<file path="src/rtl/adcb_pkg.sv">
// Package: shared states, command kinds and opcodes for the ADC bring-up sequencer.
// Assumes register addresses fit in 5 bits.
package adcb_pkg;

    typedef enum logic [2:0] {
        S_IDLE,
        S_LOAD,
        S_SHIFT,
        S_GAP,
        S_CSHI,
        S_WAIT,
        S_DONE
    } seq_state_t;

    typedef enum logic [1:0] {
        K_RESET,
        K_STOP,
        K_WRITE,
        K_READ
    } cmd_kind_t;

    localparam int          REGA_W   = 5;
    localparam int          ENTRY_W  = REGA_W + 8;
    localparam logic [7:0]  OP_RESET = 8'h06;
    localparam logic [7:0]  OP_STOP  = 8'h11;
    localparam logic [7:0]  OP_WREG  = 8'h40;
    localparam logic [7:0]  OP_RREG  = 8'h20;

    // Byte number idx of a command of kind k (the read always targets address 0)
    function automatic logic [7:0] cmd_byte(cmd_kind_t k, logic [1:0] idx,
                                            logic [REGA_W-1:0] addr, logic [7:0] data);
        logic [7:0] b;
        case (k)
            K_RESET: b = OP_RESET;
            K_STOP:  b = OP_STOP;
            K_WRITE: b = (idx == 2'd0) ? (OP_WREG | {3'b000, addr}) :
                         (idx == 2'd1) ? 8'h00 : data;
            default: b = (idx == 2'd0) ? OP_RREG : 8'h00;
        endcase
        return b;
    endfunction

    // Index of the last byte of a command of kind k
    function automatic logic [1:0] cmd_last(cmd_kind_t k);
        return (k == K_WRITE || k == K_READ) ? 2'd2 : 2'd0;
    endfunction

endpackage

</file>
<file path="src/rtl/adcb_tick_gen.sv">
// Module: free-running divider that marks every HALF-th system clock as one
// half SCLK period. Assumes HALF >= 1; HALF == 1 gives a tick every cycle.
module adcb_tick_gen #(
    parameter int HALF = 2
) (
    input  logic clk,
    input  logic rst_n,
    output logic tick_o
);

    generate
        if (HALF <= 1) begin : g_every
            // Every cycle is a half period
            assign tick_o = 1'b1;
        end else begin : g_div
            localparam int CW = $clog2(HALF);
            logic [CW-1:0] cnt;

            // Count system clocks modulo HALF
            always_ff @(posedge clk) begin
                if (!rst_n)                           cnt <= '0;
                else if (cnt == CW'(HALF - 1))        cnt <= '0;
                else                                  cnt <= cnt + 1'b1;
            end

            assign tick_o = (cnt == CW'(HALF - 1));
        end
    endgenerate

endmodule

</file>
<file path="src/rtl/adcb_spi_byte.sv">
// Module: mode-0 byte shifter. A load while idle latches one byte. Each tick then
// advances one half SCLK period: the rising half samples MISO, the falling half
// shifts MOSI. done_o pulses on the edge of the eighth falling SCLK.
// Assumes the caller loads only while busy_o is low.
module adcb_spi_byte (
    input  logic       clk,
    input  logic       rst_n,
    input  logic       tick_i,
    input  logic       load_i,
    input  logic [7:0] tx_i,
    input  logic       miso_i,
    output logic       sclk_o,
    output logic       mosi_o,
    output logic       busy_o,
    output logic       done_o,
    output logic [7:0] rx_o
);

    logic [7:0] sh_q;
    logic [3:0] half_q;

    // Latch, clock out and capture one byte
    always_ff @(posedge clk) begin
        if (!rst_n) begin
            sh_q   <= '0;
            rx_o   <= '0;
            half_q <= '0;
            busy_o <= 1'b0;
            sclk_o <= 1'b0;
            done_o <= 1'b0;
        end else begin
            done_o <= 1'b0;
            if (load_i && !busy_o) begin
                sh_q   <= tx_i;
                busy_o <= 1'b1;
                half_q <= '0;
                sclk_o <= 1'b0;
            end else if (busy_o && tick_i) begin
                half_q <= half_q + 1'b1;
                if (!half_q[0]) begin
                    sclk_o <= 1'b1;
                    rx_o   <= {rx_o[6:0], miso_i};
                end else begin
                    sclk_o <= 1'b0;
                    sh_q   <= {sh_q[6:0], 1'b0};
                    if (half_q == 4'd15) begin
                        busy_o <= 1'b0;
                        done_o <= 1'b1;
                    end
                end
            end
        end
    end

    assign mosi_o = sh_q[7];

    AST_SCLK_IDLE_LOW: assert property (@(posedge clk) disable iff (!rst_n)
        !busy_o |-> !sclk_o);
    AST_MOSI_HELD_HIGH: assert property (@(posedge clk) disable iff (!rst_n)
        sclk_o |-> $stable(mosi_o));

endmodule

</file>
<file path="src/rtl/adcb_seq_fsm.sv">
// Module: bring-up sequencer. It walks reset, wait, stop-continuous, one write
// per list entry and the identity read. It drives chip select, feeds bytes to
// the shifter, and holds decode gaps and deselect time, counted in ticks.
// Assumes NUM_REGS >= 1 and a combinational list read.
module adcb_seq_fsm
    import adcb_pkg::*;
#(
    parameter int         NUM_REGS   = 4,
    parameter int         IDXW       = 2,
    parameter int         GAP_TICKS  = 16,
    parameter int         CSHI_TICKS = 3,
    parameter int         RESET_WAIT = 500,
    parameter logic [7:0] ID_EXPECT  = 8'hD0
) (
    input  logic               clk,
    input  logic               rst_n,
    input  logic               start_i,
    output logic               done_o,
    output logic               err_o,
    output logic               cs_n_o,
    output logic [IDXW-1:0]    rom_idx_o,
    input  logic [ENTRY_W-1:0] rom_entry_i,
    input  logic               tick_i,
    output logic               byte_load_o,
    output logic [7:0]         byte_tx_o,
    input  logic               byte_done_i,
    input  logic               byte_busy_i,
    input  logic [7:0]         byte_rx_i
);

    localparam int TMAX = (GAP_TICKS > CSHI_TICKS) ? GAP_TICKS : CSHI_TICKS;
    localparam int TW   = $clog2(TMAX + 1) + 1;
    localparam int WW   = $clog2(RESET_WAIT + 1) + 1;

    seq_state_t      state_q;
    cmd_kind_t       kind_q;
    logic [1:0]      bidx_q;
    logic [IDXW-1:0] reg_q;
    logic [TW-1:0]   tcnt_q;
    logic [WW-1:0]   wcnt_q;
    logic            id_ok_q;

    // Current byte comes from the command kind, the byte index and the list entry
    always_comb begin
        byte_tx_o   = cmd_byte(kind_q, bidx_q, rom_entry_i[ENTRY_W-1:8], rom_entry_i[7:0]);
        byte_load_o = (state_q == S_LOAD);
        rom_idx_o   = reg_q;
    end

    // Sequence state, counters, chip select and result flags
    always_ff @(posedge clk) begin
        if (!rst_n) begin
            state_q <= S_IDLE;
            kind_q  <= K_RESET;
            bidx_q  <= '0;
            reg_q   <= '0;
            tcnt_q  <= '0;
            wcnt_q  <= '0;
            id_ok_q <= 1'b0;
            cs_n_o  <= 1'b1;
            done_o  <= 1'b0;
            err_o   <= 1'b0;
        end else begin
            done_o <= 1'b0;
            case (state_q)
                S_IDLE: begin
                    if (start_i) begin
                        err_o   <= 1'b0;
                        kind_q  <= K_RESET;
                        bidx_q  <= '0;
                        reg_q   <= '0;
                        cs_n_o  <= 1'b0;
                        state_q <= S_LOAD;
                    end
                end
                S_LOAD: state_q <= S_SHIFT;
                S_SHIFT: begin
                    if (byte_done_i) begin
                        tcnt_q <= '0;
                        if (kind_q == K_READ && bidx_q == 2'd2)
                            id_ok_q <= (byte_rx_i == ID_EXPECT);
                        state_q <= S_GAP;
                    end
                end
                S_GAP: begin
                    if (tcnt_q == TW'(GAP_TICKS)) begin
                        tcnt_q <= '0;
                        if (bidx_q != cmd_last(kind_q)) begin
                            bidx_q  <= bidx_q + 1'b1;
                            state_q <= S_LOAD;
                        end else begin
                            cs_n_o  <= 1'b1;
                            state_q <= S_CSHI;
                        end
                    end else if (tick_i) begin
                        tcnt_q <= tcnt_q + 1'b1;
                    end
                end
                S_CSHI: begin
                    if (tcnt_q == TW'(CSHI_TICKS)) begin
                        tcnt_q <= '0;
                        bidx_q <= '0;
                        case (kind_q)
                            K_RESET: begin
                                wcnt_q  <= '0;
                                state_q <= S_WAIT;
                            end
                            K_STOP: begin
                                kind_q  <= K_WRITE;
                                cs_n_o  <= 1'b0;
                                state_q <= S_LOAD;
                            end
                            K_WRITE: begin
                                if (reg_q == IDXW'(NUM_REGS - 1)) kind_q <= K_READ;
                                else                              reg_q  <= reg_q + 1'b1;
                                cs_n_o  <= 1'b0;
                                state_q <= S_LOAD;
                            end
                            default: state_q <= S_DONE;
                        endcase
                    end else if (tick_i) begin
                        tcnt_q <= tcnt_q + 1'b1;
                    end
                end
                S_WAIT: begin
                    if (wcnt_q >= WW'(RESET_WAIT)) begin
                        kind_q  <= K_STOP;
                        cs_n_o  <= 1'b0;
                        state_q <= S_LOAD;
                    end else begin
                        wcnt_q <= wcnt_q + 1'b1;
                    end
                end
                S_DONE: begin
                    done_o  <= 1'b1;
                    err_o   <= !id_ok_q;
                    state_q <= S_IDLE;
                end
                default: state_q <= S_IDLE;
            endcase
        end
    end

    AST_CS_LOW_IN_BYTE: assert property (@(posedge clk) disable iff (!rst_n)
        byte_busy_i |-> !cs_n_o);
    AST_DONE_SINGLE: assert property (@(posedge clk) disable iff (!rst_n)
        done_o |=> !done_o);
    AST_ERR_RISES_AT_DONE: assert property (@(posedge clk) disable iff (!rst_n)
        $rose(err_o) |-> done_o);
    AST_ERR_CLEARS_ON_START: assert property (@(posedge clk) disable iff (!rst_n)
        $fell(err_o) |-> $past(start_i));
    AST_RESET_CMD_FROM_IDLE: assert property (@(posedge clk) disable iff (!rst_n)
        (state_q == S_LOAD && kind_q == K_RESET) |-> $past(state_q) == S_IDLE);

endmodule

</file>
<file path="src/rtl/adc_bringup_seq.sv">
// Module: top of the ADC bring-up sequencer. It derives the decode gap from the
// clock ratio and connects the tick divider, the byte shifter and the sequencer.
// Assumes the system clock is MCLK_DIV times the converter master clock.
module adc_bringup_seq
    import adcb_pkg::*;
#(
    parameter int         SCLK_HALF    = 2,
    parameter int         MCLK_DIV     = 16,
    parameter int         DECODE_MCLKS = 4,
    parameter int         RESET_WAIT   = 500,
    parameter int         NUM_REGS     = 4,
    parameter logic [7:0] ID_EXPECT    = 8'hD0,
    localparam int        IDXW         = (NUM_REGS > 1) ? $clog2(NUM_REGS) : 1
) (
    input  logic               clk,
    input  logic               rst_n,
    input  logic               start_i,
    output logic               done_o,
    output logic               err_o,
    output logic               sclk_o,
    output logic               mosi_o,
    input  logic               miso_i,
    output logic               cs_n_o,
    output logic [IDXW-1:0]    rom_idx_o,
    input  logic [ENTRY_W-1:0] rom_entry_i
);

    localparam int DECODE_CLKS = DECODE_MCLKS * MCLK_DIV;
    localparam int NEED_TICKS  = (DECODE_CLKS + SCLK_HALF - 1) / SCLK_HALF;
    localparam int GAP_TICKS   = (NEED_TICKS > 16) ? NEED_TICKS - 16 : 0;
    localparam int CSHI_TICKS  = 3;

    logic       tick;
    logic       b_load, b_done, b_busy;
    logic [7:0] b_tx, b_rx;

    adcb_tick_gen #(.HALF(SCLK_HALF)) u_tick (
        .clk    (clk),
        .rst_n  (rst_n),
        .tick_o (tick)
    );

    adcb_spi_byte u_byte (
        .clk    (clk),
        .rst_n  (rst_n),
        .tick_i (tick),
        .load_i (b_load),
        .tx_i   (b_tx),
        .miso_i (miso_i),
        .sclk_o (sclk_o),
        .mosi_o (mosi_o),
        .busy_o (b_busy),
        .done_o (b_done),
        .rx_o   (b_rx)
    );

    adcb_seq_fsm #(
        .NUM_REGS   (NUM_REGS),
        .IDXW       (IDXW),
        .GAP_TICKS  (GAP_TICKS),
        .CSHI_TICKS (CSHI_TICKS),
        .RESET_WAIT (RESET_WAIT),
        .ID_EXPECT  (ID_EXPECT)
    ) u_fsm (
        .clk         (clk),
        .rst_n       (rst_n),
        .start_i     (start_i),
        .done_o      (done_o),
        .err_o       (err_o),
        .cs_n_o      (cs_n_o),
        .rom_idx_o   (rom_idx_o),
        .rom_entry_i (rom_entry_i),
        .tick_i      (tick),
        .byte_load_o (b_load),
        .byte_tx_o   (b_tx),
        .byte_done_i (b_done),
        .byte_busy_i (b_busy),
        .byte_rx_i   (b_rx)
    );

    AST_SCLK_LOW_DESELECTED: assert property (@(posedge clk) disable iff (!rst_n)
        cs_n_o |-> !sclk_o);

endmodule

</file>
<file path="config.mk">
export PLATFORM = sky130hd
export DESIGN_NAME = adc_bringup_seq
export DESIGN_NICKNAME = d
export VERILOG_FILES = /design/src/rtl/adcb_pkg.sv /design/src/rtl/adcb_tick_gen.sv /design/src/rtl/adcb_spi_byte.sv /design/src/rtl/adcb_seq_fsm.sv /design/src/rtl/adc_bringup_seq.sv
export SDC_FILE = /design/constraint.sdc
export NUM_CORES = 1
export LEC_CHECK = 0
export CORE_ASPECT_RATIO = 0.7
export CORE_MARGIN = 8
export CORE_UTILIZATION = 57
export CTS_CLUSTER_SIZE = 8
export DETAILED_ROUTE_END_ITERATION = 10
export PLACE_DENSITY = 0.79
export REMOVE_ABC_BUFFERS = 1
export SYNTH_ARGS = -nofsm -noshare
export SYNTH_HDL_FRONTEND = slang
export SYNTH_SLANG_ARGS = --single-unit
</file>
<file path="constraint.sdc">
create_clock -name clk -period 2.1 [get_ports clk]
set_input_delay 0.21 -clock clk [delete_from_list [all_inputs] [get_ports clk]]
set_output_delay 0.21 -clock clk [all_outputs]
set_load 0.01 [all_outputs]
</file>
==> flow_summary.html, run 1 <==
<table>
<tr><th>Metric</th><th>Value</th></tr>
<tr><th colspan="2">Run status</th></tr>
<tr><td>Status</td><td>completed</td></tr>
<tr><th colspan="2">Timing</th></tr>
<tr><td>Period Utilization, post-route</td><td>93.0%</td></tr>
<tr><td>Final min period</td><td>1.95 ns</td></tr>
<tr><td>Aggregate negative setup slack</td><td>0 ns</td></tr>
<tr><td>Unrepaired setup endpoints after global routing</td><td>false</td></tr>
<tr><td>Slew @ Worst Pin</td><td>~0.64 ns</td></tr>
<tr><td>Max Clock Freq</td><td>between 0.5 and 0.6 GHz</td></tr>
<tr><td>Number of endpoints with negative hold slack in the final report</td><td>0</td></tr>
<tr><td>Worst-case headroom to the max-slew limit</td><td>57.0%</td></tr>
<tr><td>Total setup violations reported at the end of the flow</td><td>0</td></tr>
<tr><td>Post-route clock skew</td><td>between 0.005 and 0.006 ns</td></tr>
<tr><td>Pins Over Slew Limit</td><td>0</td></tr>
<tr><th colspan="2">Route</th></tr>
<tr><td>WL final</td><td>between 6000 and 7000 um</td></tr>
<tr><td>Routed via count divided by cell count</td><td>5.84</td></tr>
<tr><td>Residual antenna-violating net count after detailed routing</td><td>0</td></tr>
<tr><td>Number of detailed-route iterations in the first pass</td><td>5</td></tr>
<tr><td>Initial drt markers</td><td>232</td></tr>
<tr><td>Drt wl/cell</td><td>14.5 um</td></tr>
<tr><td>Vias post-DR</td><td>2488</td></tr>
<tr><td>Final routed DRC violation total</td><td>0</td></tr>
<tr><th colspan="2">Cells and area</th></tr>
<tr><td>Share of post-route cells with drive strength above 1</td><td>8.13%</td></tr>
<tr><td>Most used cells in the layout excluding fill and tap cells</td><td>dfxtp_1 (51), nand2_1 (41), nor2_1 (40)</td></tr>
<tr><td>Area taken by flip-flops and latches</td><td>1040 um2</td></tr>
<tr><td>Area growth from synthesis to layout</td><td>17.8%</td></tr>
<tr><td>Total area of multi-input combinational cells</td><td>roughly 1600 um2</td></tr>
<tr><td>Ant. Diodes</td><td>0</td></tr>
<tr><td>Filler Cells Inserted</td><td>389</td></tr>
<tr><td>Net count of the finished layout</td><td>about 400</td></tr>
<tr><td>Finished Core Util</td><td>68.2%</td></tr>
<tr><td>Most common cell after layout, fill and taps aside</td><td>dfxtp_1</td></tr>
<tr><th colspan="2">Worst setup path</th></tr>
<tr><td>WP data arrival</td><td>2.11 ns</td></tr>
<tr><td>Max Fanout on Critical Path</td><td>6</td></tr>
<tr><td>CP Data Required Time</td><td>2.25 ns</td></tr>
<tr><td>Endpoint class of the critical path</td><td>register</td></tr>
<tr><td>Critical path launch point type</td><td>register</td></tr>
<tr><td>Crit Path Class</td><td>reg2reg</td></tr>
<tr><th colspan="2">Synthesis</th></tr>
<tr><td>Synth unique cells</td><td>51</td></tr>
<tr><td>Synth Flop Type</td><td>dfxtp_1</td></tr>
<tr><td>Post-Synthesis Cell Area</td><td>about 2700 um2</td></tr>
<tr><td>Number of cells produced by synthesis</td><td>337</td></tr>
<tr><td>Top cell type by total area after synthesis</td><td>dfxtp_1</td></tr>
<tr><td>Synth Warn #</td><td>0</td></tr>
<tr><td>Top area cells in the synthesized netlist</td><td>dfxtp_1 (39%), ha_1 (6.0%), nand2_1 (5.7%), nor2_1 (5.6%), a21oi_1 (5.4%)</td></tr>
<tr><td>Syn Area/Cell</td><td>7.99 um2</td></tr>
<tr><td>Top cell type's share of synthesized area</td><td>38.7%</td></tr>
<tr><td>Share of synthesized area occupied by flip-flops and latches</td><td>between 30% and 40%</td></tr>
<tr><td>FF+latch count, synth</td><td>52</td></tr>
<tr><td>Share of synthesized registers carrying an async set or reset</td><td>0%</td></tr>
<tr><td>Number of enable-type register cells in the synthesized netlist</td><td>0</td></tr>
<tr><th colspan="2">Clock tree</th></tr>
<tr><td>Clk sink count</td><td>52</td></tr>
<tr><td>Root buffer cell</td><td>clkbuf_8</td></tr>
<tr><td>Clock tree from TritonCTS</td><td>yes</td></tr>
<tr><td>Clock slew seen by the registers of the worst setup and hold paths</td><td>0.10 ns</td></tr>
<tr><td>H-Tree Depth</td><td>2</td></tr>
<tr><td>Number of buffers on the longest clock path</td><td>2</td></tr>
<tr><td>Number of post-CTS setup repair buffers</td><td>0</td></tr>
<tr><td>Total CTS buffers</td><td>5</td></tr>
<tr><td>Worst-skew pair later-pin latency</td><td>0.31 ns</td></tr>
<tr><th colspan="2">Global routing</th></tr>
<tr><td>Antenna violations before repair</td><td>0</td></tr>
<tr><td>Number of global-route vias before repair</td><td>2159</td></tr>
<tr><td>GRT Util Overall</td><td>17.0%</td></tr>
<tr><td>Congestion Overflow GR</td><td>0</td></tr>
<tr><td>Global-route wire length before repair</td><td>10100 um</td></tr>
<tr><td>Maximum number of pins on one net before global-route repair</td><td>17</td></tr>
<tr><th colspan="2">Power and ir drop</th></tr>
<tr><td>VDD IR-drop max</td><td>between 0.4 and 0.5 mV</td></tr>
<tr><td>Switching part of the total</td><td>35.7%</td></tr>
<tr><td>Part of the power in the clock network</td><td>23.0%</td></tr>
<tr><td>Part of the power in registers</td><td>around 40%</td></tr>
<tr><td>Net switching power</td><td>1.12 mW</td></tr>
<tr><td>Cell Pwr Density</td><td>between 900 and 1000 nW/um2</td></tr>
<tr><td>Leakage component of the power</td><td>1.19 nW</td></tr>
<tr><td>P_int</td><td>2.02 mW</td></tr>
<tr><td>Comb power frac</td><td>36.2%</td></tr>
<tr><th colspan="2">Die</th></tr>
<tr><td>Row cnt</td><td>21</td></tr>
<tr><td>X dimension of the die</td><td>~100 um</td></tr>
<tr><td># IOs</td><td>24</td></tr>
<tr><td>Starting utilization of the core area</td><td>57.9%</td></tr>
<tr><td>Floorplan die area</td><td>about 7000 um2</td></tr>
<tr><td>Area of the core</td><td>around 4700 um2</td></tr>
<tr><td>Die Ht</td><td>73.5 um</td></tr>
<tr><th colspan="2">Place</th></tr>
<tr><td>GP Congestion</td><td>0.882</td></tr>
<tr><td>Count of buffers inserted at the top-level ports</td><td>23</td></tr>
<tr><td>Hpwl dp</td><td>4590 um</td></tr>
<tr><th colspan="2">Flow run</th></tr>
<tr><td>Count of max-cap constraint violations</td><td>0</td></tr>
<tr><th colspan="2">Worst hold path</th></tr>
<tr><td>HP Class</td><td>in2reg</td></tr>
</table>
per-stage QoR:
stage	cell area [um2]	power (mW)	std cells	hold WS (ns)	setup WS, ns
detailed placement	3050	2.39	418	0.456	0.193
global route	3170	3.33	426	0.450	0.0191
finish	3170	3.14	426	0.438	0.146
global placement	3050	2.38	418	0.443	0.237
floorplan	2640	1.97	323	0.301	0.223
CTS	3170	3.12	426	0.432	0.138
cells in the mapped netlist (3+ instances only):
cell / count
dfxtp_1: 52
nand2_1: 41
nor2_1: 40
a21oi_1: 29
o21ai_0: 25
nand3_1: 18
ha_1: 13
clkbuf_1: 11
inv_1: 11
xnor2_1: 11
nand4_1: 9
mux2i_1: 7
nor3_1: 7
a22o_1: 4
nand2b_1: 4
a211oi_1: 3
and3_1: 3
buf_2: 3
cell type report:
class | instances | area share [%]
Clock buffer | 6 | 2.60
Clock inverter | 2 | 1.22
Inverter | 12 | 1.42
Multi-Input combinational cell | 259 | 48.9
Sequential cell | 52 | 32.8
Tap cell | 57 | 2.25
Timing Repair Buffer | 38 | 10.8
repair_timing:
| action | 4_1_cts | 5_1_grt |
|---|---|---|
| gates resized for setup | 0 | 2 |
| hold buffers | 0 | 0 |
| endpoints found under the hold margin | 0 | 0 |
| endpoints found under the setup margin | 0 | 4 |
critical path, stage by stage, from the launching register on:
cell and delay [ns]:
dfxtp_1 0.43, inv_1 0.13, ha_1 0.23, buf_4 0.16
nor3_1 0.17, o21ai_1 0.11, buf_4 0.15, o311ai_0 0.42
state kept, by name, summed over array words and instances, names as in the netlist:
name	flops
u_byte.half_q	4
u_fsm.cs_n_o	1
u_fsm.wcnt_q	10
u_byte.rx_o	8
u_tick.tick_o	1
u_byte.sh_q	8
u_fsm.tcnt_q	6
u_byte.done_o	1
u_fsm.rom_idx_o	2
u_fsm.err_o	1
u_fsm.id_ok_q	1
u_fsm.bidx_q	2
u_byte.busy_o	1
u_fsm.kind_q	2
u_fsm.state_q	3
u_fsm.done_o	1
kinds of logic (layout without fill, tap and decap cells):
family | after synthesis | count (layout) | share of synthesized area, %
and+or+nand+nor | 143 | 143 | 25.8
DFF | 52 | 52 | 38.7
muxes | 7 | 7 | 2.60
AOI/OAI and AO/OA | 83 | 83 | 18.9
adders and majority gates | 13 | 13 | 6.04
xor gates and xnor gates | 13 | 13 | 4.23
buffers and inverters | 26 | 58 | 3.76
power groups by stage:
stage | Clock (mW) | Sequential (mW) | Combinational (mW)
2_1_floorplan | 0 | 1.29 | 0.686
3_3_place_gp | 0 | 1.29 | 1.09
3_5_place_dp | 0 | 1.29 | 1.10
4_1_cts | 0.740 | 1.27 | 1.11
5_1_grt | 0.774 | 1.30 | 1.26
6_report | 0.721 | 1.28 | 1.14
path summary, 6_finish.rpt:
kind,start,endpoint,slack (ns),cells past startpoint
max,u_fsm.kind_q[0],u_fsm.cs_n_o,0.15,7
min reg2reg,u_byte.rx_o[4],u_byte.rx_o[4],0.47,2
max reg2reg,u_fsm.kind_q[0],u_fsm.cs_n_o,0.15,7
min,miso_i,u_byte.rx_o[0],0.44,3
per-layer routing:
metal	routed length, um	track usage, %	vias to the layer above
met1	3100	23.7	1143
met3	383	3.50	11
met2	2590	25.6	84
met4	99	5.25	0
met5	0	0	-
li1	-	-	1250
(Power assumes the default switching activity.)
==> run 2, diff against run 1 <==
Settings changed: GPL_ROUTABILITY_DRIVEN set to 0.
Clock period 2.1 ns to 1.9 ns, I/O delays scaled along.
==> flow_summary.html, run 2 (synthesis gave the netlist of run 1 again) <==
<table>
<tr><th>Metric</th><th>Value</th></tr>
<tr><th colspan="2">Power and ir drop</th></tr>
<tr><td>VDD IR-drop max</td><td>0.564 mV (+23%)</td></tr>
<tr><td>Leakage component of the power</td><td>1.23 nW (+3.4%)</td></tr>
<tr><td>Cell Pwr Density</td><td>1050 nW/um2 (+6.4%)</td></tr>
<tr><th colspan="2">Cells and area</th></tr>
<tr><td>Area growth from synthesis to layout</td><td>20.6%</td></tr>
<tr><td>Top reg by flops</td><td>u_fsm.wcnt_q</td></tr>
<tr><td>Ant. Diodes</td><td>0 (unchanged)</td></tr>
<tr><td>Most common cell after layout, fill and taps aside</td><td>dfxtp_1</td></tr>
<tr><td>Flip-flop count of the largest register, all copies and words added</td><td>10 (unchanged)</td></tr>
<tr><td>Share of post-route cells with drive strength above 1</td><td>12.9% (+4.8 points)</td></tr>
<tr><td>Net count of the finished layout</td><td>409 (+2.8%)</td></tr>
<tr><td>Most used cells in the layout excluding fill and tap cells</td><td>dfxtp_1 (47), nand2_1 (41), nor2_1 (39)</td></tr>
<tr><td>Top Registers</td><td>u_fsm.wcnt_q: 10 flops, u_byte.rx_o: 8 flops, u_byte.sh_q: 8 flops</td></tr>
<tr><th colspan="2">Global routing</th></tr>
<tr><td>Antenna violations before repair</td><td>0 (unchanged)</td></tr>
<tr><td>Global-route wire length before repair</td><td>10700 um (+6.4%)</td></tr>
<tr><td>Number of global-route vias before repair</td><td>2343 (+8.5%)</td></tr>
<tr><td>Congestion Overflow GR</td><td>0 (unchanged)</td></tr>
<tr><td>GRT Util Overall</td><td>18.2% (+1.2 points)</td></tr>
<tr><td>Maximum number of pins on one net before global-route repair</td><td>19 (+2)</td></tr>
<tr><th colspan="2">Route</th></tr>
<tr><td>Number of detailed-route iterations in the first pass</td><td>5 (unchanged)</td></tr>
<tr><td>Final routed DRC violation total</td><td>0 (unchanged)</td></tr>
<tr><td>Routed via count divided by cell count</td><td>5.81 (-0.56%)</td></tr>
<tr><td>WL final</td><td>6480 um (+5.1%)</td></tr>
<tr><td>Initial drt markers</td><td>169 (-27%)</td></tr>
<tr><td>Drt wl/cell</td><td>14.8 um (+2.5%)</td></tr>
<tr><td>Vias post-DR</td><td>2538 (+2.0%)</td></tr>
<tr><td>Residual antenna-violating net count after detailed routing</td><td>0 (unchanged)</td></tr>
<tr><th colspan="2">Timing</th></tr>
<tr><td>Worst-case headroom to the max-slew limit</td><td>68.0% (+11 points)</td></tr>
<tr><td>Unrepaired setup endpoints after global routing</td><td>false</td></tr>
<tr><td>Number of endpoints with negative hold slack in the final report</td><td>0 (unchanged)</td></tr>
<tr><td>Period Utilization, post-route</td><td>93.6% (+0.59 points)</td></tr>
<tr><td>Total setup violations reported at the end of the flow</td><td>0 (unchanged)</td></tr>
<tr><td>Post-route clock skew</td><td>0.0127 ns (+0.00701 ns)</td></tr>
<tr><td>Minimum hold slack</td><td>0.415 ns (-0.0237 ns)</td></tr>
<tr><td>Slew @ Worst Pin</td><td>0.479 ns (-0.162 ns)</td></tr>
<tr><td>Pins Over Slew Limit</td><td>0 (unchanged)</td></tr>
<tr><td>Final min period</td><td>1.78 ns (-0.175 ns)</td></tr>
<tr><td>Final setup margin</td><td>0.121 ns (-0.0252 ns)</td></tr>
<tr><td>Max Clock Freq</td><td>0.562 GHz (+9.8%)</td></tr>
<tr><td>Aggregate negative setup slack</td><td>0 ns (unchanged)</td></tr>
<tr><th colspan="2">Place</th></tr>
<tr><td>Pre-CTS setup slack</td><td>0.0333 ns (-0.160 ns)</td></tr>
<tr><td>Count of buffers inserted at the top-level ports</td><td>23 (unchanged)</td></tr>
<tr><td>Hpwl dp</td><td>4850 um (+5.7%)</td></tr>
<tr><th colspan="2">Worst setup path</th></tr>
<tr><td>Kind of cell adding the most delay to the critical path</td><td>simple AND/OR/NAND/NOR gates</td></tr>
<tr><td>Sequence of cells on the critical path</td><td>nor3_4 &gt; and3b_1 &gt; o22ai_1 &gt; or4_1 &gt; a21oi_1</td></tr>
<tr><td>Endpoint class of the critical path</td><td>register</td></tr>
<tr><td>Max Fanout on Critical Path</td><td>6 (unchanged)</td></tr>
<tr><td>Library cell contributing the largest single delay on the critical path</td><td>or4_1</td></tr>
<tr><td>CP Data Required Time</td><td>2.15 ns (-0.10 ns)</td></tr>
<tr><td>Critical path launch point type</td><td>register</td></tr>
<tr><td>Number of buffer and inverter instances along the worst setup path</td><td>0 (-3)</td></tr>
<tr><td>WP data arrival</td><td>2.02 ns (-0.09 ns)</td></tr>
<tr><td>Crit-path max cell delay</td><td>0.49 ns (+0.06 ns)</td></tr>
<tr><td>Crit Path Class</td><td>reg2reg</td></tr>
<tr><th colspan="2">Die</th></tr>
<tr><td>Starting utilization of the core area</td><td>57.9% (unchanged)</td></tr>
<tr><td>Die Ht</td><td>73.5 um (unchanged)</td></tr>
<tr><td>X dimension of the die</td><td>98.2 um (unchanged)</td></tr>
<tr><td># IOs</td><td>24 (unchanged)</td></tr>
<tr><td>Row cnt</td><td>21 (unchanged)</td></tr>
<tr><td>Floorplan die area</td><td>7210 um2 (unchanged)</td></tr>
<tr><td>Area of the core</td><td>4650 um2 (unchanged)</td></tr>
<tr><th colspan="2">Clock tree</th></tr>
<tr><td>Clock tree from TritonCTS</td><td>yes</td></tr>
<tr><td>Worst-skew pair later-pin latency</td><td>0.32 ns (about the same)</td></tr>
<tr><td>H-Tree Depth</td><td>2 (unchanged)</td></tr>
<tr><td>Clock slew seen by the registers of the worst setup and hold paths</td><td>0.11 ns (about the same)</td></tr>
<tr><td>Number of buffers on the longest clock path</td><td>2 (unchanged)</td></tr>
<tr><td>Clk sink count</td><td>52 (unchanged)</td></tr>
<tr><td>Total CTS buffers</td><td>5 (unchanged)</td></tr>
<tr><td>Root buffer cell</td><td>clkbuf_8</td></tr>
<tr><th colspan="2">Flow run</th></tr>
<tr><td>Count of max-cap constraint violations</td><td>0 (unchanged)</td></tr>
<tr><th colspan="2">Worst hold path</th></tr>
<tr><td>HP Class</td><td>in2reg</td></tr>
<tr><th colspan="2">Run status</th></tr>
<tr><td>Status</td><td>completed</td></tr>
</table>
-- run 2: cell count changes in the layout (fill, tap and decap cells not counted), moves of 2 or more --
cell,before,now
o21ai_1,2,0
dfxtp_2,1,5
buf_4,15,26
dfxtp_1,51,47
o21ai_2,0,2
-- run 2: cell type report --
class	instances	area [um2]
multi-input cells	259	1560
fillers	376	1400
flip-flops and latches	52	1050
repair buffers	49	425
well taps	57	71.3
clock buffers	5	68.8
inverters	12	45.0
clock inverters	3	26.3
-- run 2: per-stage QoR --
step | cell area [um2] | power (mW) | util [%] | std cells
6_report | 3250 | 3.42 | 69.8 | 437
5_1_grt | 3250 | 3.63 | 69.8 | 437
4_1_cts | 3230 | 3.39 | 69.4 | 437
3_5_place_dp | 3130 | 2.72 | 67.4 | 429
3_3_place_gp | 3130 | 2.69 | 67.4 | 429
2_1_floorplan | 2640 | 2.18 | - | 323
-- run 2: repair_timing --
action,CTS,global route
cloned,0,0
resized for setup,1,9
hold buffers,0,0
pin swaps,0,1
buffers inserted,0,0
setup endpoints to repair,1,13
-- run 2: final timing paths --
| path | cells after the start | slack, ns | start | endpoint |
|---|---|---|---|---|
| worst max register to register | 5 | 0.12 | u_fsm.tcnt_q[3] | u_fsm.bidx_q[0] |
| worst min register to register | 2 | 0.48 | u_fsm.wcnt_q[8] | u_fsm.wcnt_q[8] |
| worst max-delay path | 5 | 0.12 | u_fsm.tcnt_q[3] | u_fsm.bidx_q[0] |
| worst min-delay path | 3 | 0.41 | miso_i | u_byte.rx_o[0] |
-- run 2: worst register-to-register path, delay by kind of cell, from the launching register on --
family / cells / cell delay, ns
and+or+nand+nor: 3 / 1.05
AOI/OAI and AO/OA: 2 / 0.29
DFF: 1 / 0.38
-- run 2: report_power, final --
group          leakage (nW)  internal [mW]  total (mW)  switching, mW
registers             0.424           1.24        1.41          0.169
clock network        0.0487          0.269       0.668          0.398
logic                 0.760          0.616        1.34          0.725
total                  1.23           2.13        3.42           1.29
-- run 2: per-layer routing --
metal	share of wire [%]	vias up	GRT usage, %
li1	-	1280	-
met1	49	1165	24.7
met2	43	84	27.8
met3	7.3	9	4.26
met4	1.0	0	5.92
met5	0	-	0
